`src/rtl/zs_pkg.sv`:
```
package zs_pkg;
  localparam int WORD_W = 16;
  localparam int CH_W   = 6;
  localparam int NUM_CH = 1 << CH_W;
  localparam int CNT_W  = 4;
  localparam int IDX_W  = 3;
  localparam int BCID_W = 12;
  localparam int DISC_W = 2;
  localparam int ID_W   = 8;
  localparam int EV_W   = BCID_W + DISC_W;

  typedef logic [WORD_W-1:0] word_t;
  typedef enum logic [1:0] {K_ID, K_HDR, K_EV} kind_e;

  function automatic word_t seal(input word_t w);
    word_t r;
    r    = w;
    r[0] = ^w[WORD_W-1:1];
    return r;
  endfunction

  function automatic word_t make_id(input logic [ID_W-1:0] id);
    return seal({id, {(WORD_W-ID_W){1'b0}}});
  endfunction

  function automatic word_t make_hdr(input logic [CH_W-1:0] ch, input logic [CNT_W-1:0] n);
    return seal({1'b1, ch, n, {(WORD_W-1-CH_W-CNT_W){1'b0}}});
  endfunction

  function automatic word_t make_ev(input logic [EV_W-1:0] e);
    return seal({1'b0, e, 1'b0});
  endfunction
endpackage

```
`src/rtl/zs_scan.sv`:
```
module zs_scan #(
  parameter int N  = 64,
  parameter int IW = 6
) (
  input  logic [N-1:0] mask_i,
  input  logic [IW:0]  start_i,
  output logic         found_o,
  output logic [IW-1:0] idx_o
);
  // lowest set bit at or above start_i
  always_comb begin
    found_o = 1'b0;
    idx_o   = '0;
    for (int i = N - 1; i >= 0; i--) begin
      if (mask_i[i] && ((IW+1)'(i) >= start_i)) begin
        found_o = 1'b1;
        idx_o   = IW'(i);
      end
    end
  end
endmodule

```
`src/rtl/zs_shift.sv`:
```
module zs_shift #(
  parameter int W = 16
) (
  input  logic         clk_i,
  input  logic         rst_ni,
  input  logic         load_i,
  input  logic [W-1:0] word_i,
  input  logic         shift_i,
  output logic         bit_o,
  output logic         last_o
);
  localparam int BW = $clog2(W);
  logic [W-1:0]  sh_q;
  logic [BW-1:0] cnt_q;

  always_ff @(posedge clk_i or negedge rst_ni) begin
    if (!rst_ni) begin
      sh_q  <= '0;
      cnt_q <= '0;
    end else if (load_i) begin
      sh_q  <= word_i;
      cnt_q <= BW'(W - 1);
    end else if (shift_i) begin
      sh_q  <= sh_q << 1;
      cnt_q <= cnt_q - 1'b1;
    end
  end

  assign bit_o  = sh_q[W-1];
  assign last_o = (cnt_q == '0);

  p_parity_r6: assert property (@(posedge clk_i) disable iff (!rst_ni)
    load_i |-> (^word_i == 1'b0));
endmodule

```
`src/rtl/zs_readout_ser.sv`:
```
module zs_readout_ser
  import zs_pkg::*;
(
  input  logic                    clk_i,
  input  logic                    rst_ni,
  input  logic [ID_W-1:0]         chip_id_i,
  input  logic                    arcid_i,
  input  logic                    token_i,
  input  logic [NUM_CH*CNT_W-1:0] hit_cnt_i,
  output logic [CH_W-1:0]         ev_ch_o,
  output logic [IDX_W-1:0]        ev_idx_o,
  input  logic [EV_W-1:0]         ev_data_i,
  output logic                    dout_o,
  output logic                    dout_en_o,
  output logic                    token_o
);
  logic [NUM_CH-1:0] nonempty;
  logic              busy_q, token_q;
  kind_e             kind_q;
  logic [CH_W-1:0]   cur_ch_q;
  logic [IDX_W-1:0]  ev_idx_q;

  for (genvar c = 0; c < NUM_CH; c++) begin : g_ne
    assign nonempty[c] = |hit_cnt_i[c*CNT_W +: CNT_W];
  end

  logic [CNT_W-1:0] cnt_cur, cnt_found;
  logic [CH_W:0]    scan_start;
  logic             found;
  logic [CH_W-1:0]  found_idx;
  logic             more_ev, step_ev, have_next, start_send, last_bit, sh_bit, load;
  logic [IDX_W-1:0] nxt_idx;
  word_t            next_word, load_word;

  zs_scan #(.N(NUM_CH), .IW(CH_W)) u_scan (
    .mask_i (nonempty),
    .start_i(scan_start),
    .found_o(found),
    .idx_o  (found_idx)
  );

  assign cnt_cur    = hit_cnt_i[int'(cur_ch_q)*CNT_W +: CNT_W];
  assign cnt_found  = hit_cnt_i[int'(found_idx)*CNT_W +: CNT_W];
  assign scan_start = (kind_q == K_ID) ? '0 : ({1'b0, cur_ch_q} + 1'b1);
  assign more_ev    = (kind_q == K_EV) && ((CNT_W'(ev_idx_q) + 1'b1) < cnt_cur);
  assign step_ev    = (kind_q == K_HDR) || more_ev;
  assign have_next  = step_ev || found;
  assign nxt_idx    = (kind_q == K_HDR) ? '0 : ev_idx_q + 1'b1;
  assign next_word  = step_ev ? make_ev(ev_data_i) : make_hdr(found_idx, cnt_found);
  assign start_send = !busy_q && token_i && ((|nonempty) || arcid_i);
  assign load       = start_send || (busy_q && last_bit && have_next);
  assign load_word  = busy_q ? next_word : make_id(chip_id_i);

  assign ev_ch_o  = cur_ch_q;
  assign ev_idx_o = nxt_idx;

  zs_shift #(.W(WORD_W)) u_shift (
    .clk_i  (clk_i),
    .rst_ni (rst_ni),
    .load_i (load),
    .word_i (load_word),
    .shift_i(busy_q),
    .bit_o  (sh_bit),
    .last_o (last_bit)
  );

  always_ff @(posedge clk_i or negedge rst_ni) begin
    if (!rst_ni) begin
      busy_q   <= 1'b0;
      token_q  <= 1'b0;
      kind_q   <= K_ID;
      cur_ch_q <= '0;
      ev_idx_q <= '0;
    end else begin
      token_q <= 1'b0;
      if (!busy_q) begin
        if (token_i) begin
          if (start_send) begin
            busy_q <= 1'b1;
            kind_q <= K_ID;
          end else begin
            token_q <= 1'b1;
          end
        end
      end else if (last_bit) begin
        if (step_ev) begin
          kind_q   <= K_EV;
          ev_idx_q <= nxt_idx;
        end else if (found) begin
          kind_q   <= K_HDR;
          cur_ch_q <= found_idx;
        end else begin
          busy_q  <= 1'b0;
          token_q <= 1'b1;
        end
      end
    end
  end

  assign dout_o    = busy_q & sh_bit;
  assign dout_en_o = busy_q;
  assign token_o   = token_q;

  p_token_pulse_r10: assert property (@(posedge clk_i) disable iff (!rst_ni)
    token_o |=> !token_o);
  p_token_quiet_r10: assert property (@(posedge clk_i) disable iff (!rst_ni)
    token_o |-> !dout_en_o);
  p_skip_empty_r7: assert property (@(posedge clk_i) disable iff (!rst_ni)
    (busy_q && last_bit && !step_ev && found) |-> (cnt_found != '0));
  p_ascending_r7: assert property (@(posedge clk_i) disable iff (!rst_ni)
    (busy_q && last_bit && !step_ev && found && kind_q != K_ID) |-> (found_idx > cur_ch_q));
  p_ev_bound_r5: assert property (@(posedge clk_i) disable iff (!rst_ni)
    (busy_q && kind_q == K_EV) |-> (CNT_W'(ev_idx_q) < cnt_cur));
  p_no_restart_r11: assert property (@(posedge clk_i) disable iff (!rst_ni)
    (busy_q && !last_bit) |=> (busy_q && !token_o));
endmodule

```
`config.mk`:
```
export PLATFORM = sky130hd
export DESIGN_NAME = zs_readout_ser
export DESIGN_NICKNAME = d
export VERILOG_FILES = /design/src/rtl/zs_pkg.sv /design/src/rtl/zs_scan.sv /design/src/rtl/zs_shift.sv /design/src/rtl/zs_readout_ser.sv
export SDC_FILE = /design/constraint.sdc
export NUM_CORES = 1
export LEC_CHECK = 0
export ABC_CLOCK_PERIOD_IN_PS = 9500
export CELL_PAD_IN_SITES_DETAIL_PLACEMENT = 0
export CELL_PAD_IN_SITES_GLOBAL_PLACEMENT = 1
export CORE_MARGIN = 3
export CORE_UTILIZATION = 39
export DETAILED_ROUTE_END_ITERATION = 10
export PLACE_DENSITY = 0.89
export SLEW_MARGIN = 20
export SYNTH_ARGS = -nofsm -noshare
export SYNTH_HDL_FRONTEND = slang
export SYNTH_SLANG_ARGS = --single-unit
```
`constraint.sdc`:
```
create_clock -name clk_i -period 9.5 [get_ports clk_i]
set_clock_uncertainty 0.2 [all_clocks]
set_input_delay 2.85 -clock clk_i [delete_from_list [all_inputs] [get_ports clk_i]]
set_output_delay 2.85 -clock clk_i [all_outputs]
set_load 0.01 [all_outputs]
```
==> results of run 1 <==
-- per-stage QoR --
stage	std cells	hold slack (ns)	util	power, mW
2_1_floorplan	1192	0.242	-	0.536
3_3_place_gp	1817	0.256	0.550	0.854
3_5_place_dp	1817	0.271	0.550	0.853
4_1_cts	1825	0.284	0.558	1.08
5_1_grt	1827	0.308	0.559	1.13
6_report	1827	0.280	0.559	1.10
-- layer usage --
metal / global-route usage / wire [um] / vias up
li1: - / - / 5491
met1: 0.517 / 21700 / 6344
met2: 0.644 / 26500 / 1144
met3: 0.0945 / 7310 / 237
met4: 0.206 / 3650 / 0
met5: 0 / 0 / -
-- cell type report --
| type | instances | area (um2) | share of cell area |
|---|---|---|---|
| multi-input combinational | 1057 | 8680 | 0.628 |
| timing repair buffer | 378 | 3610 | 0.261 |
| sequential | 33 | 832 | 0.0602 |
| tap | 324 | 405 | 0.0293 |
| clock buffer | 5 | 125 | 0.00905 |
| inverter | 25 | 93.8 | 0.00679 |
| clock inverter | 3 | 68.8 | 0.00498 |
| antenna | 2 | 5.00 | 0.000362 |
-- cell usage in the layout (no fill, tap or decap), drive strengths merged, types with 12 or more instances in the layout --
cell type and count:
clkdlybuf4s50 293, nand2 122, mux2i 117, mux4 88, buf 85, a21oi 81
nor4 61, nor2 60, o21ai 57, dfrtp 33, nand3 32, nor3 31
a22oi 30, xnor2 27, or4 26, inv 25, a31oi 20, a211oi 20
nand2b 19, mux2 19, nand4 17, o22ai 13, o211ai 13, o21a 12
-- power by group --
group | total (mW) | switching [mW] | internal, mW | leakage [nW]
Clock | 0.221 | 0.0695 | 0.151 | 0.0944
Sequential | 0.154 | 0.00673 | 0.148 | 0.394
Combinational | 0.723 | 0.376 | 0.348 | 4.41
Total | 1.10 | 0.452 | 0.647 | 4.90
-- critical path, delay by kind of cell --
family | cells | cell delay [ns]
buffers and inverters | 2 | 0.75
AND/OR/NAND/NOR | 7 | 2.81
AO/OA/AOI/OAI | 9 | 1.81
XOR/XNOR | 1 | 0.44
-- logic make-up (layout without fill, tap and decap cells) --
logic type | Yosys count | after routing
AND/OR/NAND/NOR | 421 | 421
AO/OA/AOI/OAI | 371 | 371
multiplexers | 224 | 224
buffers and inverters | 102 | 411
XOR/XNOR | 35 | 35
flip-flops | 33 | 33
adder cells (fa/ha/maj) | 6 | 6
other | 0 | 2
-- state kept, by name (all words and copies together) (netlist names) --
signal,flops
u_shift.sh_q,16
ev_idx_q,3
dout_en_o,1
kind_q,2
ev_ch_o,6
u_shift.cnt_q,4
token_o,1
-- worst max-delay path by stage --
| stage | from | endpoint | slack, ns | cells after the start |
|---|---|---|---|---|
| floorplan | hit_cnt_i[163] | u_shift.sh_q[0] | 2.39 | 17 |
| global placement | hit_cnt_i[139] | u_shift.sh_q[0] | 1.01 | 19 |
| detailed placement | hit_cnt_i[137] | u_shift.sh_q[0] | 0.86 | 19 |
| CTS | hit_cnt_i[137] | u_shift.sh_q[0] | 1.12 | 19 |
| global route | hit_cnt_i[137] | u_shift.sh_q[0] | 0.56 | 19 |
| finish | hit_cnt_i[137] | u_shift.sh_q[0] | 0.80 | 19 |
==> key figures, run 1 <==
Outcome
  • Status: finished clean

Yosys
  • Yosys warns: 0
  • Mapped Area: 10000 um2
  • Post-Synth XOR/XNOR Area: 0.0328
  • Ys async rst share: 1.00
  • Largest family of logic cells by synthesized area: multiplexers
  • Post-Synthesis Net Count: 1,480
  • Post-synth top area share: 0.198
  • Mapped Cells: 1,192
  • Synth area leaders: mux4_2 20%, mux2i_1 12%, dfrtp_1 8.3%
  • Post-synthesis compound-gate area fraction: 0.263
  • Post-synthesis mux area share: 0.337
  • Synth Area in Adders: 0.00751
  • Cell variety after synth: 98
  • Top FF cell, synth: dfrtp_1
  • Number of flops mapped to enable cells by yosys: 0
  • Post-synth top cells: 122 x nand2_1, 116 x mux2i_1, 88 x mux4_2
  • Syn_area_per_cell: 8.39 um2
  • Post-Synth Simple-Gate Area: 0.224
  • Yosys reg bits: 33
  • Seq/Total Area, Yosys: 0.0826
  • Count leader, synth: nand2_1
  • Yosys top cell by area: mux4_2

Floorplan
  • Horiz. Die Dim: 166 um
  • Core area: 24,700 um2
  • Chip height: 166 um
  • Die ar.: 27,600 um2
  • Std-Cell Rows: 57
  • I/O Pins: 294
  • Initial core utilization: 0.404

Critical path
  • Worst setup SP type: primary input
  • Crit path cell chain: clkdlybuf4s50_1 -> nor4_1 -> nand2_1 -> o311ai_0 -> o2bb2ai_1 -> nor3b_2 -> nor4b_1 -> a31oi_1 -> o41ai_2 -> nand3_2 -> buf_4 -> nor3_2 -> a22oi_1 -> o211ai_1 -> a211oi_1 -> o41ai_1 -> and4_1 -> xnor3_1 -> a21o_1
  • Setup Crit Path Kind: in -> reg
  • Largest stage delay, worst path: 0.76 ns
  • RR Endpoint: u_shift.sh_q[0]
  • R2R cell count: 18
  • Critical path arrival: 8.68 ns
  • Worst-path cell with the longest stage delay: nor4_1
  • Worst R2R Setup Slack: 1.71 ns
  • Worst-path fanout max: 15
  • Crit. End Element: flop
  • FF-to-FF Start: ev_ch_o[1]
  • Critical Path RT: 9.48 ns

Global route
  • Grt ovf: 0
  • Total global-route track usage: 0.405
  • First-pass GRT wire length: 85,400 um
  • Largest net degree at the start of global routing: 44
  • Initial antenna violation count: 2
  • Vias in the first global route: 13,000

STA
  • Worst Slack Setup Final: 0.798 ns
  • Fin. max-slew vios: 0
  • Worst Tran Pin Value: 1.12 ns
  • Max-slew headroom: 0.231
  • Min cycle time layout: 8.70 ns
  • Setup tns final: 0 ns
  • Tcrit/Tclk final: 0.916
  • RSZ-0062 raised after global routing: false
  • Endpoints failing hold: 0
  • Fmax: 115 MHz
  • Setup-failing EPs final: 0

Route
  • Per-cell routed wire length: 32.4 um
  • DRC violations left: 0
  • Final WL: 59,100 um
  • Via count: 13,200
  • Post-DRT Antenna Nets: 0
  • DR iter-0 viols: 1,972
  • TritonRoute pass-1 iters: 8
  • DR vias/cell: 7.23

Placed design
  • DP Area: 13,600 um2
  • DP Worst Slack: 0.861 ns
  • IO buf count: 293
  • DP HPWL: 48,900 um
  • RD Place Congestion: 1.06

Layout
  • Filler cells: 2,286
  • Nets: 1,788
  • Proportion of layout cells with a drive suffix above 1: 0.165
  • Synth-to-Final Area Change: 38.2%
  • Final Instance Area: 13,800 um2

Pwr
  • Peak VDD IR: 0.142 mV
  • Pwr per Cell Area: 79.5 nW/um2
  • Pleak: 4.90 nW

Worst hold path
  • Hold EP: u_shift.sh_q[9]
  • Hold_sp: u_shift.sh_q[9]
  • WHS Path Cells: 2
  • Worst Hold Class: reg -> reg

CTS
  • TritonCTS buffer count: 5
  • # H-tree levels: 2
  • Root Driver: clkbuf_16
  • Clk_lat worst skew: 0.29 ns
  • Postcts setup bufs: 0
  • Bufs on Longest Clock Path: 2
  • Clock tree sinks: 33
  • Clock transition at the registers of the reported paths: 0.06 ns
  • PostCTS Resize Cnt: 0
  • CTS tree: built
  • Hold buffers post-CTS: 0

Run
  • MaxCap Viol Count: 0
(Power assumes the default switching activity.)
==> inputs of run 2 (changes only) <==
- ABC_AREA: default -> 1
- CORE_UTILIZATION: 39 -> 34
- SETUP_SLACK_MARGIN: default -> 0.4
==> key figures, run 2 <==
Route
  • DR iter-0 viols: 2,202
  • TritonRoute pass-1 iters: 7
  • DR vias/cell: 6.01
  • Post-DRT Antenna Nets: 0
  • DRC violations left: 0
  • Via count: 15,800
  • Final WL: 58,900 um
  • Per-cell routed wire length: 22.4 um

Placed design
  • IO buf count: 293
  • RD Place Congestion: 1.06
  • Cells after DPL: 2,595
  • DP HPWL: 44,200 um

Layout
  • Largest Register: u_shift.sh_q
  • Max reg flops: 16
  • Register area: 831 um2
  • Proportion of layout cells with a drive suffix above 1: 0.0751
  • Most common cell after layout, fill and taps aside: nand2_1
  • Finished Layout Cells: 2,629
  • Filler cells: 2,995
  • Footprint of the multi-input gates: 7930 um2
  • Nets: 2,538
  • Commonest cells after routing, fill and taps aside: 537 x nand2_1, 289 x nand3_1, 282 x clkdlybuf4s50_1
  • Diode count: 0
  • Synth-to-Final Area Change: 42.4%

Yosys
  • Mapped Cells: 1,995
  • Post-Synthesis Net Count: 2,283
  • Cell variety after synth: 49
  • Yosys top cell by area: nand2_1
  • Number of flops mapped to enable cells by yosys: 0
  • Yosys warns: 0
  • Yosys reg bits: 33
  • Top FF cell, synth: dfrtp_1
  • Synth area leaders: nand2_1 21%, nand3_1 15%, o21ai_0 10%
  • Post-synth top area share: 0.213
  • Ys async rst share: 1.00
  • Seq/Total Area, Yosys: 0.0832
  • Post-synth top cells: 564 x nand2_1, 296 x nand3_1, 223 x inv_1
  • Mapped Area: 9930 um2
  • Syn_area_per_cell: 4.98 um2
  • Count leader, synth: nand2_1

Critical path
  • Worst-path fanout max: 9
  • Largest stage delay, worst path: 0.63 ns
  • Most used cell, CP: nand2_1
  • Crit. End Element: flop
  • Critical Path RT: 9.47 ns
  • Critical path arrival: 8.38 ns
  • Setup Crit Path Kind: in -> reg
  • Worst-path cell with the longest stage delay: or4_1
  • Worst setup SP type: primary input

Floorplan
  • Std-Cell Rows: 61
  • Core area: 28,200 um2
  • Horiz. Die Dim: 177 um
  • Chip height: 177 um
  • Die ar.: 31,300 um2
  • I/O Pins: 294
  • Initial core utilization: 0.351

STA
  • Max-slew headroom: 0.279
  • RSZ-0062 raised after global routing: true
  • Tcrit/Tclk final: 0.886
  • Min cycle time layout: 8.41 ns
  • Fmax: 119 MHz
  • Setup-failing EPs final: 0
  • Endpoints failing hold: 0
  • Worst hold slack: 0.290 ns
  • Setup tns final: 0 ns
  • Fin. max-slew vios: 0
  • Worst Tran Pin Value: 1.08 ns

Pwr
  • Pleak: 6.66 nW
  • Tot Pwr: 2.64 mW
  • Peak VDD IR: 0.142 mV
  • Pwr per Cell Area: 187 nW/um2

CTS
  • TritonCTS buffer count: 5
  • Clock transition at the registers of the reported paths: 0.05 ns
  • Bufs on Longest Clock Path: 2
  • Root Driver: clkbuf_16
  • Clk_lat worst skew: 0.28 ns
  • # H-tree levels: 2
  • Clock tree sinks: 33
  • Hold buffers post-CTS: 0
  • CTS tree: built

Global route
  • Total global-route track usage: 0.344
  • Vias in the first global route: 14,200
  • Initial antenna violation count: 0
  • Grt ovf: 0
  • First-pass GRT wire length: 84,100 um
  • Largest net degree at the start of global routing: 87

Outcome
  • Status: finished clean

Worst hold path
  • Worst Hold Class: reg -> reg

Run
  • MaxCap Viol Count: 0
-- run 2: cell types whose count changed after synthesis, moves of 54 or more --
cell and delta:
mux2i_1 -113, nand3_1 +266, nand2_1 +442, nor2_1 +126
clkbuf_1 +54, inv_1 +200, mux4_2 -88, o21ai_0 +148
-- run 2: timing repair --
item | 4_1_cts | 5_1_grt
resized for setup | 0 | 81
setup buffers | 0 | 15
setup endpoints to repair | 0 | 5
-- run 2: critical path, delay by kind of cell --
kind / cells / cell delay (ns)
AND/OR/NAND/NOR: 62 / 4.37
AO/OA/AOI/OAI: 1 / 0.18
buffers and inverters: 5 / 0.94
-- run 2: cells by family (layout without fill, tap and decap cells) --
| logic type | after synthesis | in the layout | synth area share |
|---|---|---|---|
| AND/OR/NAND/NOR | 1207 | 1207 | 0.539 |
| AO/OA/AOI/OAI | 372 | 372 | 0.207 |
| flip-flops | 33 | 33 | 0.0832 |
| multiplexers | 3 | 3 | 0.00303 |
| XOR/XNOR | 23 | 23 | 0.0203 |
| buffers and inverters | 351 | 607 | 0.141 |
| adder cells (fa/ha/maj) | 6 | 6 | 0.00756 |
-- run 2: routing by layer --
metal / track usage / part of all wire / vias to the layer above / wire length (um)
met5: 0 / 0 / - / 0
met4: 0.171 / 0.062 / 0 / 3670
met3: 0.0590 / 0.12 / 187 / 6850
met2: 0.537 / 0.43 / 1217 / 25500
met1: 0.456 / 0.39 / 7208 / 22800
li1: - / - / 7186 / -
-- run 2: final timing paths --
kind / slack (ns) / to / from / cells after the start
max in group asynchronous: 5.96 / ev_ch_o[0] / rst_ni / 2
min: 0.29 / u_shift.sh_q[12] / u_shift.sh_q[12] / 2
max reg2reg: 2.24 / u_shift.sh_q[0] / ev_ch_o[1] / 71
min reg2reg: 0.29 / u_shift.sh_q[12] / u_shift.sh_q[12] / 2
max: 1.09 / u_shift.sh_q[0] / hit_cnt_i[210] / 68
min in group asynchronous: 2.77 / u_shift.sh_q[1] / rst_ni / 2
-- run 2: power by group --
group / internal [mW] / switching [mW]
Combinational: 0.849 / 1.42
Clock: 0.150 / 0.0632
Sequential: 0.145 / 0.0111
-- run 2: cell type report --
class / count / area share
Multi-Input combinational cell: 1611 / 0.561
Timing Repair Buffer: 364 / 0.271
Inverter: 235 / 0.0624
Sequential cell: 33 / 0.0588
Tap cell: 378 / 0.0335
Clock buffer: 5 / 0.00886
Clock inverter: 3 / 0.00460
-- run 2: through the flow --
step	util	instance area, um2	setup slack (ns)
floorplan	-	9930	2.18
CTS	0.476	13500	0.795
finish	0.500	14100	1.09
global placement	0.470	13300	0.556
detailed placement	0.470	13300	0.516
global route	0.500	14100	0.347
